`config.mk`:
```
export PLATFORM = sky130hd
export DESIGN_NAME = can_irq_ctrl
export DESIGN_NICKNAME = d
export VERILOG_FILES = /design/src/rtl/can_irq_pkg.sv /design/src/rtl/can_irq_ctlreg.sv /design/src/rtl/can_irq_evtrk.sv /design/src/rtl/can_irq_objpend.sv /design/src/rtl/can_irq_req.sv /design/src/rtl/can_irq_ctrl.sv
export SDC_FILE = /design/constraint.sdc
export NUM_CORES = 1
export LEC_CHECK = 0
export BUFFER_PORTS_ARGS = -buffer_cell sky130_fd_sc_hd__buf_2
export CAP_MARGIN = 20
export CORE_ASPECT_RATIO = 1.25
export CORE_MARGIN = 4
export CORE_UTILIZATION = 35
export CTS_BUF_LIST = sky130_fd_sc_hd__clkbuf_4 sky130_fd_sc_hd__clkbuf_8
export CTS_CLUSTER_DIAMETER = 40
export DETAILED_ROUTE_END_ITERATION = 12
export GPL_TIMING_DRIVEN = 0
export PLACE_DENSITY = 0.7
export SLEW_MARGIN = 30
export SYNTH_ARGS = -nofsm -noshare
export SYNTH_HDL_FRONTEND = slang
export SYNTH_SLANG_ARGS = --single-unit
```
`constraint.sdc`:
```
create_clock -name clk -period 2.05 [get_ports clk]
set_clock_uncertainty 0.15 [all_clocks]
set_input_delay 0.41 -clock clk [delete_from_list [all_inputs] [get_ports clk]]
set_output_delay 0.41 -clock clk [all_outputs]
set_load 0.01 [all_outputs]
```
`src/rtl/can_irq_pkg.sv`:
```
package can_irq_pkg;

  localparam int REG_W = 8;

  // register select codes
  localparam logic [1:0] SEL_CTRL = 2'd0;
  localparam logic [1:0] SEL_STAT = 2'd1;
  localparam logic [1:0] SEL_OBJ  = 2'd2;

  // control register bit positions
  localparam int CTL_MIE = 1;
  localparam int CTL_SIE = 2;
  localparam int CTL_EIE = 3;

  typedef struct packed {
    logic eie;
    logic sie;
    logic mie;
  } ctl_t;

  // request equation shared by the request stage
  function automatic logic req_merge(input logic mie, input logic stat,
                                     input logic err, input logic obj_any);
    return mie & (stat | err | obj_any);
  endfunction

  // a held flag that is set by an event and dropped by a clear; set wins
  function automatic logic hold_flag(input logic cur, input logic set,
                                     input logic clr);
    return set | (cur & ~clr);
  endfunction

endpackage

```
`src/rtl/can_irq_ctlreg.sv`:
```
module can_irq_ctlreg
  import can_irq_pkg::*;
(
  input  logic             clk,
  input  logic             rst_n,
  input  logic             wr_en,
  input  logic [3:1]       wbits,
  output ctl_t             ctl_o,
  output logic [REG_W-1:0] rd_val
);

  ctl_t ctl_q;

  always_ff @(posedge clk) begin
    if (!rst_n) begin
      ctl_q <= '0;
    end else if (wr_en) begin
      ctl_q.mie <= wbits[CTL_MIE];
      ctl_q.sie <= wbits[CTL_SIE];
      ctl_q.eie <= wbits[CTL_EIE];
    end
  end

  always_comb begin
    rd_val          = '0;
    rd_val[CTL_MIE] = ctl_q.mie;
    rd_val[CTL_SIE] = ctl_q.sie;
    rd_val[CTL_EIE] = ctl_q.eie;
  end

  assign ctl_o = ctl_q;

endmodule

```
`src/rtl/can_irq_evtrk.sv`:
```
module can_irq_evtrk
  import can_irq_pkg::*;
(
  input  logic             clk,
  input  logic             rst_n,
  input  logic             sie,
  input  logic             eie,
  input  logic             ev_tx,
  input  logic             ev_rx,
  input  logic             ev_err,
  input  logic             boff,
  input  logic             ewarn,
  input  logic             rd_clr,
  output logic             stat_pend,
  output logic             err_pend,
  output logic             boff_chg,
  output logic             ewarn_chg,
  output logic [REG_W-1:0] rd_val
);

  logic boff_q, ewarn_q;
  logic seen_tx, seen_rx, seen_err;
  logic stat_set, err_set;

  // previous-cycle copies for edge detection
  always_ff @(posedge clk) begin
    if (!rst_n) begin
      boff_q  <= 1'b0;
      ewarn_q <= 1'b0;
    end else begin
      boff_q  <= boff;
      ewarn_q <= ewarn;
    end
  end

  assign boff_chg  = boff ^ boff_q;
  assign ewarn_chg = ewarn ^ ewarn_q;
  assign stat_set  = sie & (ev_tx | ev_rx | ev_err);
  assign err_set   = eie & (boff_chg | ewarn_chg);

  always_ff @(posedge clk) begin
    if (!rst_n) begin
      stat_pend <= 1'b0;
      err_pend  <= 1'b0;
      seen_tx   <= 1'b0;
      seen_rx   <= 1'b0;
      seen_err  <= 1'b0;
    end else begin
      stat_pend <= hold_flag(stat_pend, stat_set, rd_clr);
      err_pend  <= hold_flag(err_pend, err_set, rd_clr);
      seen_tx   <= hold_flag(seen_tx, ev_tx, rd_clr);
      seen_rx   <= hold_flag(seen_rx, ev_rx, rd_clr);
      seen_err  <= hold_flag(seen_err, ev_err, rd_clr);
    end
  end

  assign rd_val = {boff, ewarn, 1'b0, seen_err, seen_rx, seen_tx,
                   err_pend, stat_pend};

endmodule

```
`src/rtl/can_irq_objpend.sv`:
```
module can_irq_objpend
  import can_irq_pkg::*;
#(
  parameter int NOBJ = 4,
  localparam int IDW = $clog2(NOBJ + 1)
) (
  input  logic             clk,
  input  logic             rst_n,
  input  logic [NOBJ-1:0]  tx_done,
  input  logic [NOBJ-1:0]  txie,
  input  logic             clr_en,
  input  logic [REG_W-1:0] clr_id,
  output logic [NOBJ-1:0]  pend,
  output logic             any_pend,
  output logic [REG_W-1:0] rd_val
);

  logic [NOBJ-1:0] set_hit, clr_hit;
  logic [IDW-1:0]  first;

  function automatic logic [IDW-1:0] lowest_id(input logic [NOBJ-1:0] p);
    logic [IDW-1:0] r;
    r = '0;
    for (int k = NOBJ - 1; k >= 0; k--) begin
      if (p[k]) r = IDW'(k + 1);
    end
    return r;
  endfunction

  for (genvar i = 0; i < NOBJ; i++) begin : g_obj
    assign set_hit[i] = tx_done[i] & txie[i];
    assign clr_hit[i] = clr_en && (clr_id == REG_W'(i + 1));

    always_ff @(posedge clk) begin
      if (!rst_n) pend[i] <= 1'b0;
      else        pend[i] <= hold_flag(pend[i], set_hit[i], clr_hit[i]);
    end
  end

  assign any_pend = |pend;
  assign first    = lowest_id(pend);
  assign rd_val   = REG_W'(first);

endmodule

```
`src/rtl/can_irq_req.sv`:
```
module can_irq_req
  import can_irq_pkg::*;
(
  input  logic clk,
  input  logic rst_n,
  input  logic mie,
  input  logic stat_pend,
  input  logic err_pend,
  input  logic obj_any,
  output logic irq
);

  always_ff @(posedge clk) begin
    if (!rst_n) irq <= 1'b0;
    else        irq <= req_merge(mie, stat_pend, err_pend, obj_any);
  end

endmodule

```
`src/rtl/can_irq_ctrl.sv`:
```
module can_irq_ctrl
  import can_irq_pkg::*;
#(
  parameter int NOBJ = 4
) (
  input  logic             clk,
  input  logic             rst_n,
  input  logic             reg_wr,
  input  logic             reg_rd,
  input  logic [1:0]       reg_sel,
  input  logic [REG_W-1:0] reg_wdata,
  output logic [REG_W-1:0] reg_rdata,
  input  logic             ev_tx_ok,
  input  logic             ev_rx_ok,
  input  logic             ev_bus_err,
  input  logic             st_boff,
  input  logic             st_ewarn,
  input  logic [NOBJ-1:0]  obj_tx_done,
  input  logic [NOBJ-1:0]  obj_txie,
  output logic             irq_o
);

  ctl_t             ctl_q;
  logic             ctl_mie, ctl_sie, ctl_eie;
  logic             ctl_wr, obj_wr, stat_rd;
  logic             stat_pend, err_pend, obj_any;
  logic             boff_chg, ewarn_chg;
  logic [NOBJ-1:0]  obj_pend;
  logic [REG_W-1:0] ctl_rd, stat_rdv, obj_rd;

  // access decode
  assign ctl_wr  = reg_wr && (reg_sel == SEL_CTRL);
  assign obj_wr  = reg_wr && (reg_sel == SEL_OBJ);
  assign stat_rd = reg_rd && (reg_sel == SEL_STAT);

  can_irq_ctlreg u_ctl (
    .clk    (clk),
    .rst_n  (rst_n),
    .wr_en  (ctl_wr),
    .wbits  (reg_wdata[3:1]),
    .ctl_o  (ctl_q),
    .rd_val (ctl_rd)
  );

  assign ctl_mie = ctl_q.mie;
  assign ctl_sie = ctl_q.sie;
  assign ctl_eie = ctl_q.eie;

  can_irq_evtrk u_evt (
    .clk       (clk),
    .rst_n     (rst_n),
    .sie       (ctl_sie),
    .eie       (ctl_eie),
    .ev_tx     (ev_tx_ok),
    .ev_rx     (ev_rx_ok),
    .ev_err    (ev_bus_err),
    .boff      (st_boff),
    .ewarn     (st_ewarn),
    .rd_clr    (stat_rd),
    .stat_pend (stat_pend),
    .err_pend  (err_pend),
    .boff_chg  (boff_chg),
    .ewarn_chg (ewarn_chg),
    .rd_val    (stat_rdv)
  );

  can_irq_objpend #(.NOBJ(NOBJ)) u_obj (
    .clk      (clk),
    .rst_n    (rst_n),
    .tx_done  (obj_tx_done),
    .txie     (obj_txie),
    .clr_en   (obj_wr),
    .clr_id   (reg_wdata),
    .pend     (obj_pend),
    .any_pend (obj_any),
    .rd_val   (obj_rd)
  );

  can_irq_req u_req (
    .clk       (clk),
    .rst_n     (rst_n),
    .mie       (ctl_mie),
    .stat_pend (stat_pend),
    .err_pend  (err_pend),
    .obj_any   (obj_any),
    .irq       (irq_o)
  );

  // read mux
  always_comb begin
    case (reg_sel)
      SEL_CTRL: reg_rdata = ctl_rd;
      SEL_STAT: reg_rdata = stat_rdv;
      SEL_OBJ:  reg_rdata = obj_rd;
      default:  reg_rdata = '0;
    endcase
  end

endmodule

```
==> reports/metrics.json, run 1 <==
{
  "result_of_the_run": "completed",
  "core_region_area_um2": 1980,
  "worst_path_dominant_cell_family": "flip-flops",
  "hp-class": "in2reg",
  "cts_setup_buffers": 0,
  "io_buffers": 32,
  "drive_gt1_share_pct": 34.2,
  "detailedRoute.firstIterationViolations": 20,
  "clock_tree_from_tritoncts": "done",
  "synth-edff-count": 0,
  "yosysMostFrequentCell": "dfxtp_1",
  "drt_wl_total_mm": 1.83,
  "fmaxAchievable_mhz": 580,
  "setup_total_negative_slack_ns": 0,
  "synth_sequential_area_ratio_pct": 41.0,
  "clock_sinks": 15,
  "globalplace.congestion": 0.722,
  "critical_path.startpoint_type": "flop",
  "insertedDiodeCount": 0,
  "crit_type": "reg2out",
  "clockBufferDepth": 2,
  "setup_viol_count_final": 0,
  "overflow": 0,
  "cp_num_buf_inv": 1,
  "share_of_the_synthesized_area_in_the_top_cell_type_pct": 41.0,
  "synth_top_area_cell": "dfxtp_1",
  "synth_area_per_cell_um2": 8.71,
  "timing_worst_slew_pin_value_ns": 0.639,
  "relSlewSlack_pct": 56.8,
  "crit_path_max_incr_delay_ns": 0.34,
  "fin_crit_ns": 1.73,
  "clk-insertion-delay-late_ns": 0.29,
  "irDropWorstVdd_uv": 381,
  "floorplan.die_area_um2": 2890,
  "filler_cell_count": 203,
  "syn_area_um2": 732,
  "leak_pwr_nw": 0.430,
  "cts_htree_levels": 1,
  "grt_antenna_before_repair": 0,
  "postCtsHoldBufs": 0,
  "grt_max_degree": 11,
  "floorplan.initialDensity_pct": 36.9,
  "cellPowerDensity_nw_per_um2": 637,
  "maxCapViolCount": 0,
  "report.final.slew_viol_count": 0,
  "ant_nets": 0,
  "cell_by_cell_trace_of_the_critical_path": "nor2_1, nand4_1, o21ai_0, buf_2",
  "list_of_most_frequent_post_synthesis_cells": "15 x dfxtp_1, 12 x a21oi_1, 9 x nor2_1",
  "worstPathRequired_ns": 1.49,
  "grt_pass1_wl_mm": 2.99,
  "synthToLayoutAreaGrowth_pct": 29.4,
  "postSynth.asyncResetShare_pct": 0,
  "route.detailed.vias_per_inst": 5.29,
  "via_count_of_the_first_global_routing_pass": 733,
  "num_vias": 740,
  "tightest_hold_margin_ns": 0.204,
  "num_rows": 18,
  "tritoncts.num_buffers": 3,
  "critPathArrivalTime_ns": 1.17,
  "routed_wire_length_per_instance_um": 13.1,
  "fin_nets": 148,
  "post-route-period-util_pct": 84.2,
  "top_level_ports": 36,
  "dieWidth_um": 48.9,
  "synthesis.yosys.warnings": 0,
  "commonest_register_cell_after_synthesis": "dfxtp_1",
  "drt_pass1_iterations": 4,
  "yosys.cell_types.count": 29,
  "timing.critical_path.to_type": "primary output",
  "clk_transition_reported_paths_ns": 0.09,
  "drc": 0,
  "syn_nets": 111,
  "cts_resized": 0,
  "grt_setup_unrepaired": "no",
  "slowest_stage": "dfxtp_1",
  "timing.critical_path.fanout_max": 3,
  "final_report_hold_violation_count": 0,
  "gr-usage-all-layers_pct": 13.1,
  "fp.dieH_um": 59.1,
  "ys_seq_elements": 15,
  "netlist_top_cells_area": "dfxtp_1 41%, a21oi_1 8.2%, mux2i_1 8.2%",
  "clk_root_buffer_cell": "clkbuf_4",
  "netlist_instances": 84
}
[final cells by class]
type	count	area (µm²)	share of cell area [%]
Buffer	4	27.5	2.91
Clock buffer	4	30.0	3.17
Inverter	2	7.51	0.793
Multi-Input combinational cell	63	397	41.9
Tap cell	20	25.0	2.64
Sequential cell	15	300	31.7
Timing Repair Buffer	32	160	16.9
[sequential cells by signal, summed over array words and instances (netlist names)]
name and count:
u_ctl.ctl_o 3, u_evt.boff_q 1, u_evt.err_pend 1, u_evt.ewarn_q 1
u_evt.seen_err 1, u_evt.seen_rx 1, u_evt.seen_tx 1, u_evt.stat_pend 1
u_obj.pend 4, u_req.irq 1
[kinds of logic after synthesis]
kind of cell | share of synthesized area, %
buffers and inverters | 4.79
multiplexers | 8.21
XOR/XNOR | 2.39
AO/OA/AOI/OAI | 17.8
AND/OR/NAND/NOR | 25.3
flip-flops | 41.0
other | 0.512
[worst register-to-register path: stages, from the launching register on]
cell and delay, ns:
dfxtp_1 0.32, xor2_1 0.13, o21ai_0 0.17, a21oi_1 0.08
[through the flow]
stage | power [mW] | utilization, % | cells | area, µm² | setup slack (ns)
2_1_floorplan | 0.377 | - | 84 | 732 | 0.404
3_3_place_gp | 0.422 | 46.3 | 136 | 917 | 0.291
3_5_place_dp | 0.425 | 46.3 | 136 | 917 | 0.272
4_1_cts | 0.607 | 47.8 | 140 | 947 | 0.318
5_1_grt | 0.631 | 47.8 | 140 | 947 | 0.229
6_report | 0.603 | 47.8 | 140 | 947 | 0.325
[layer usage]
metal / part of all wire (%) / up-vias / wire length [µm] / GRT usage [%]
met5: 0 / - / 0 / 0
met4: 2.1 / 0 / 38 / 8.46
met3: 5.1 / 4 / 94 / 3.02
met2: 54 / 22 / 982 / 22.9
met1: 39 / 345 / 714 / 14.2
li1: - / 369 / - / -
[power by group]
part / switching (mW) / total, mW / internal, mW / leakage, nW
Sequential: 0.0101 / 0.317 / 0.307 / 0.124
Clock: 0.0969 / 0.186 / 0.0889 / 0.0184
Combinational: 0.0499 / 0.101 / 0.0506 / 0.288
[layout by cell type, fill, tap and decap left out]
| master | count |
|---|---|
| nor4b_1 | 1 |
| nand4_1 | 1 |
| a221oi_1 | 1 |
| nand2_1 | 5 |
| and3_1 | 1 |
| buf_4 | 1 |
| clkbuf_1 | 1 |
| a311oi_1 | 3 |
| buf_6 | 1 |
| buf_2 | 33 |
| mux2i_1 | 6 |
| and2_1 | 5 |
| nor3b_1 | 2 |
| xor2_1 | 2 |
| nand2b_1 | 1 |
| inv_1 | 2 |
| clkbuf_4 | 4 |
| nor3b_2 | 1 |
| o21ai_0 | 4 |
| nor2b_1 | 1 |
| nor3_1 | 1 |
| nor2_1 | 9 |
| conb_1 | 1 |
| nand3b_1 | 2 |
| dfxtp_1 | 15 |
| a21boi_0 | 1 |
| a21oi_1 | 12 |
| o31ai_1 | 1 |
| or4b_4 | 1 |
| nor4_1 | 1 |
[final timing paths]
check                 startpoint              to  slack (ns)  depth (start not counted)
setup / recovery   u_obj.pend[2]    reg_rdata[2]        0.32                          4
hold reg to reg   u_ctl.ctl_o[0]       u_req.irq        0.30                          2
hold / removal          st_ewarn   u_evt.ewarn_q        0.20                          2
setup reg to reg    u_evt.boff_q  u_evt.err_pend        1.07                          3
Power figures use the tool's default switching activity.
==> run 2: changes to the inputs <==
==> constraint.sdc (replaced) <==
create_clock -name clk -period 1.6 [get_ports clk]
set_clock_uncertainty 0.15 [all_clocks]
set_input_delay 0.32 -clock clk [delete_from_list [all_inputs] [get_ports clk]]
set_output_delay 0.32 -clock clk [all_outputs]
set_load 0.01 [all_outputs]
==> run 2 against run 1 <==
  * Worst hold slack lost 0.091 ns
  * Clock power grew 29%
  * Power grew 29%
  * Non-clock buffer count is the same
  * Cell count is the same
  * Largest cell class unchanged
==> reports/metrics.json, run 2 (synthesis gave the netlist of run 1 again) <==
{
  "postCtsHoldBufs": 0,
  "globalplace.congestion": 0.722,
  "maxCapViolCount": 0,
  "seq_area_um2": 304,
  "drt_wl_total_mm": 1.84,
  "clock_sinks": 15,
  "fin_nets": 148,
  "num_vias": 730,
  "leak_pwr_nw": 0.433,
  "floorplan.initialDensity_pct": 36.9,
  "fp.dieH_um": 59.1,
  "filler_cell_count": 201,
  "num_rows": 18,
  "tightest_hold_margin_ns": 0.112,
  "core_region_area_um2": 1980,
  "largest_register_ffs": 4,
  "floorplan.die_area_um2": 2890,
  "layout_commonest_cell": "buf_2",
  "clock_tree_from_tritoncts": "done",
  "irDropWorstVdd_uv": 491,
  "clk_transition_reported_paths_ns": 0.09,
  "grt_pass1_wl_mm": 3.02,
  "final_report_hold_violation_count": 0,
  "dieWidth_um": 48.9,
  "mostFrequentLayoutCells": "33 x buf_2, 12 x a21oi_1, 12 x dfxtp_1, 7 x nor2_1, 6 x mux2i_1",
  "critPathArrivalTime_ns": 1.10,
  "detailedRoute.firstIterationViolations": 23,
  "grt_antenna_before_repair": 0,
  "cellPowerDensity_nw_per_um2": 812,
  "timing.critical_path.to_type": "primary output",
  "drive_gt1_share_pct": 38.3,
  "clk_root_buffer_cell": "clkbuf_4",
  "hp-class": "in2reg",
  "via_count_of_the_first_global_routing_pass": 737,
  "result_of_the_run": "completed",
  "relSlewSlack_pct": 57.2,
  "timing_worst_slew_pin_value_ns": 0.634,
  "cts_htree_levels": 1,
  "setup_total_negative_slack_ns": 0,
  "overflow": 0,
  "p_total_mw": 0.780,
  "report.final.slew_viol_count": 0,
  "io_buffers": 32,
  "grt_setup_unrepaired": "yes",
  "synthToLayoutAreaGrowth_pct": 31.3,
  "insertedDiodeCount": 0,
  "ant_nets": 0,
  "fmaxAchievable_mhz": 636,
  "grt_max_degree": 11,
  "fin_crit_ns": 1.57,
  "dp_cells": 136,
  "crit_type": "reg2out",
  "route.detailed.vias_per_inst": 5.21,
  "total_area_of_multi_input_combinational_cells_um2": 407,
  "drt_pass1_iterations": 5,
  "largest-register": "u_obj.pend",
  "clk-insertion-delay-late_ns": 0.29,
  "post_layout_nonfiller_instances": 140,
  "critical_path.startpoint_type": "flop",
  "drc": 0,
  "clockBufferDepth": 2,
  "setup_viol_count_final": 0,
  "routed_wire_length_per_instance_um": 13.1,
  "worstPathRequired_ns": 1.13,
  "timing.critical_path.fanout_max": 3,
  "post-route-period-util_pct": 98.2,
  "top_level_ports": 36,
  "gr-usage-all-layers_pct": 13.2,
  "tritoncts.num_buffers": 3
}
==> run 2: layout make-up <==
type                    count  area share, %
inverters                   2          0.781
plain buffers               4           2.86
well taps                  20           2.60
repair buffers             32           16.7
clock buffers               4           3.12
flip-flops and latches     15           31.6
multi-input cells          63           42.3
==> run 2: path summary, 6_finish.rpt <==
path	start	endpoint	slack, ns	depth (start not counted)
hold reg to reg	u_ctl.ctl_o[0]	u_req.irq	0.31	2
setup reg to reg	u_evt.boff_q	u_evt.err_pend	0.62	3
setup / recovery	u_obj.pend[2]	reg_rdata[2]	0.03	4
hold / removal	ev_tx_ok	u_evt.seen_tx	0.11	3
==> run 2: timing repair <==
item | in CTS | in global routing
endpoints found under the hold margin | 0 | 0
pin swaps | 1 | 1
resized for setup | 2 | 5
setup endpoints to repair | 2 | 3
setup buffers | 0 | 0
==> run 2: metal layers <==
layer / vias up / share of wire [%] / GRT usage, %
met3: 4 / 5.4 / 3.02
met4: 0 / 2.0 / 8.46
met1: 333 / 39 / 14.2
met2: 22 / 53 / 23.3
met5: - / 0 / 0
li1: 371 / - / -
==> run 2: metrics by stage <==
step	setup slack (ns)	instance area [µm²]	util, %
floorplan	0.0436	732	-
global placement	-0.0685	917	46.3
detailed placement	-0.0880	917	46.3
CTS	0.00991	952	48.0
global route	-0.0435	961	48.5
finish	0.0282	961	48.5
==> run 2: critical path, stage by stage, from the launching register on <==
cell	delay [ns]
dfxtp_2	0.35
nor2_4	0.12
nand4_1	0.11
o21ai_1	0.09
buf_2	0.14
==> run 2: power by group <==
part | internal (mW) | switching, mW
clock network | 0.114 | 0.126
registers | 0.394 | 0.0151
logic | 0.0668 | 0.0645
total | 0.575 | 0.205
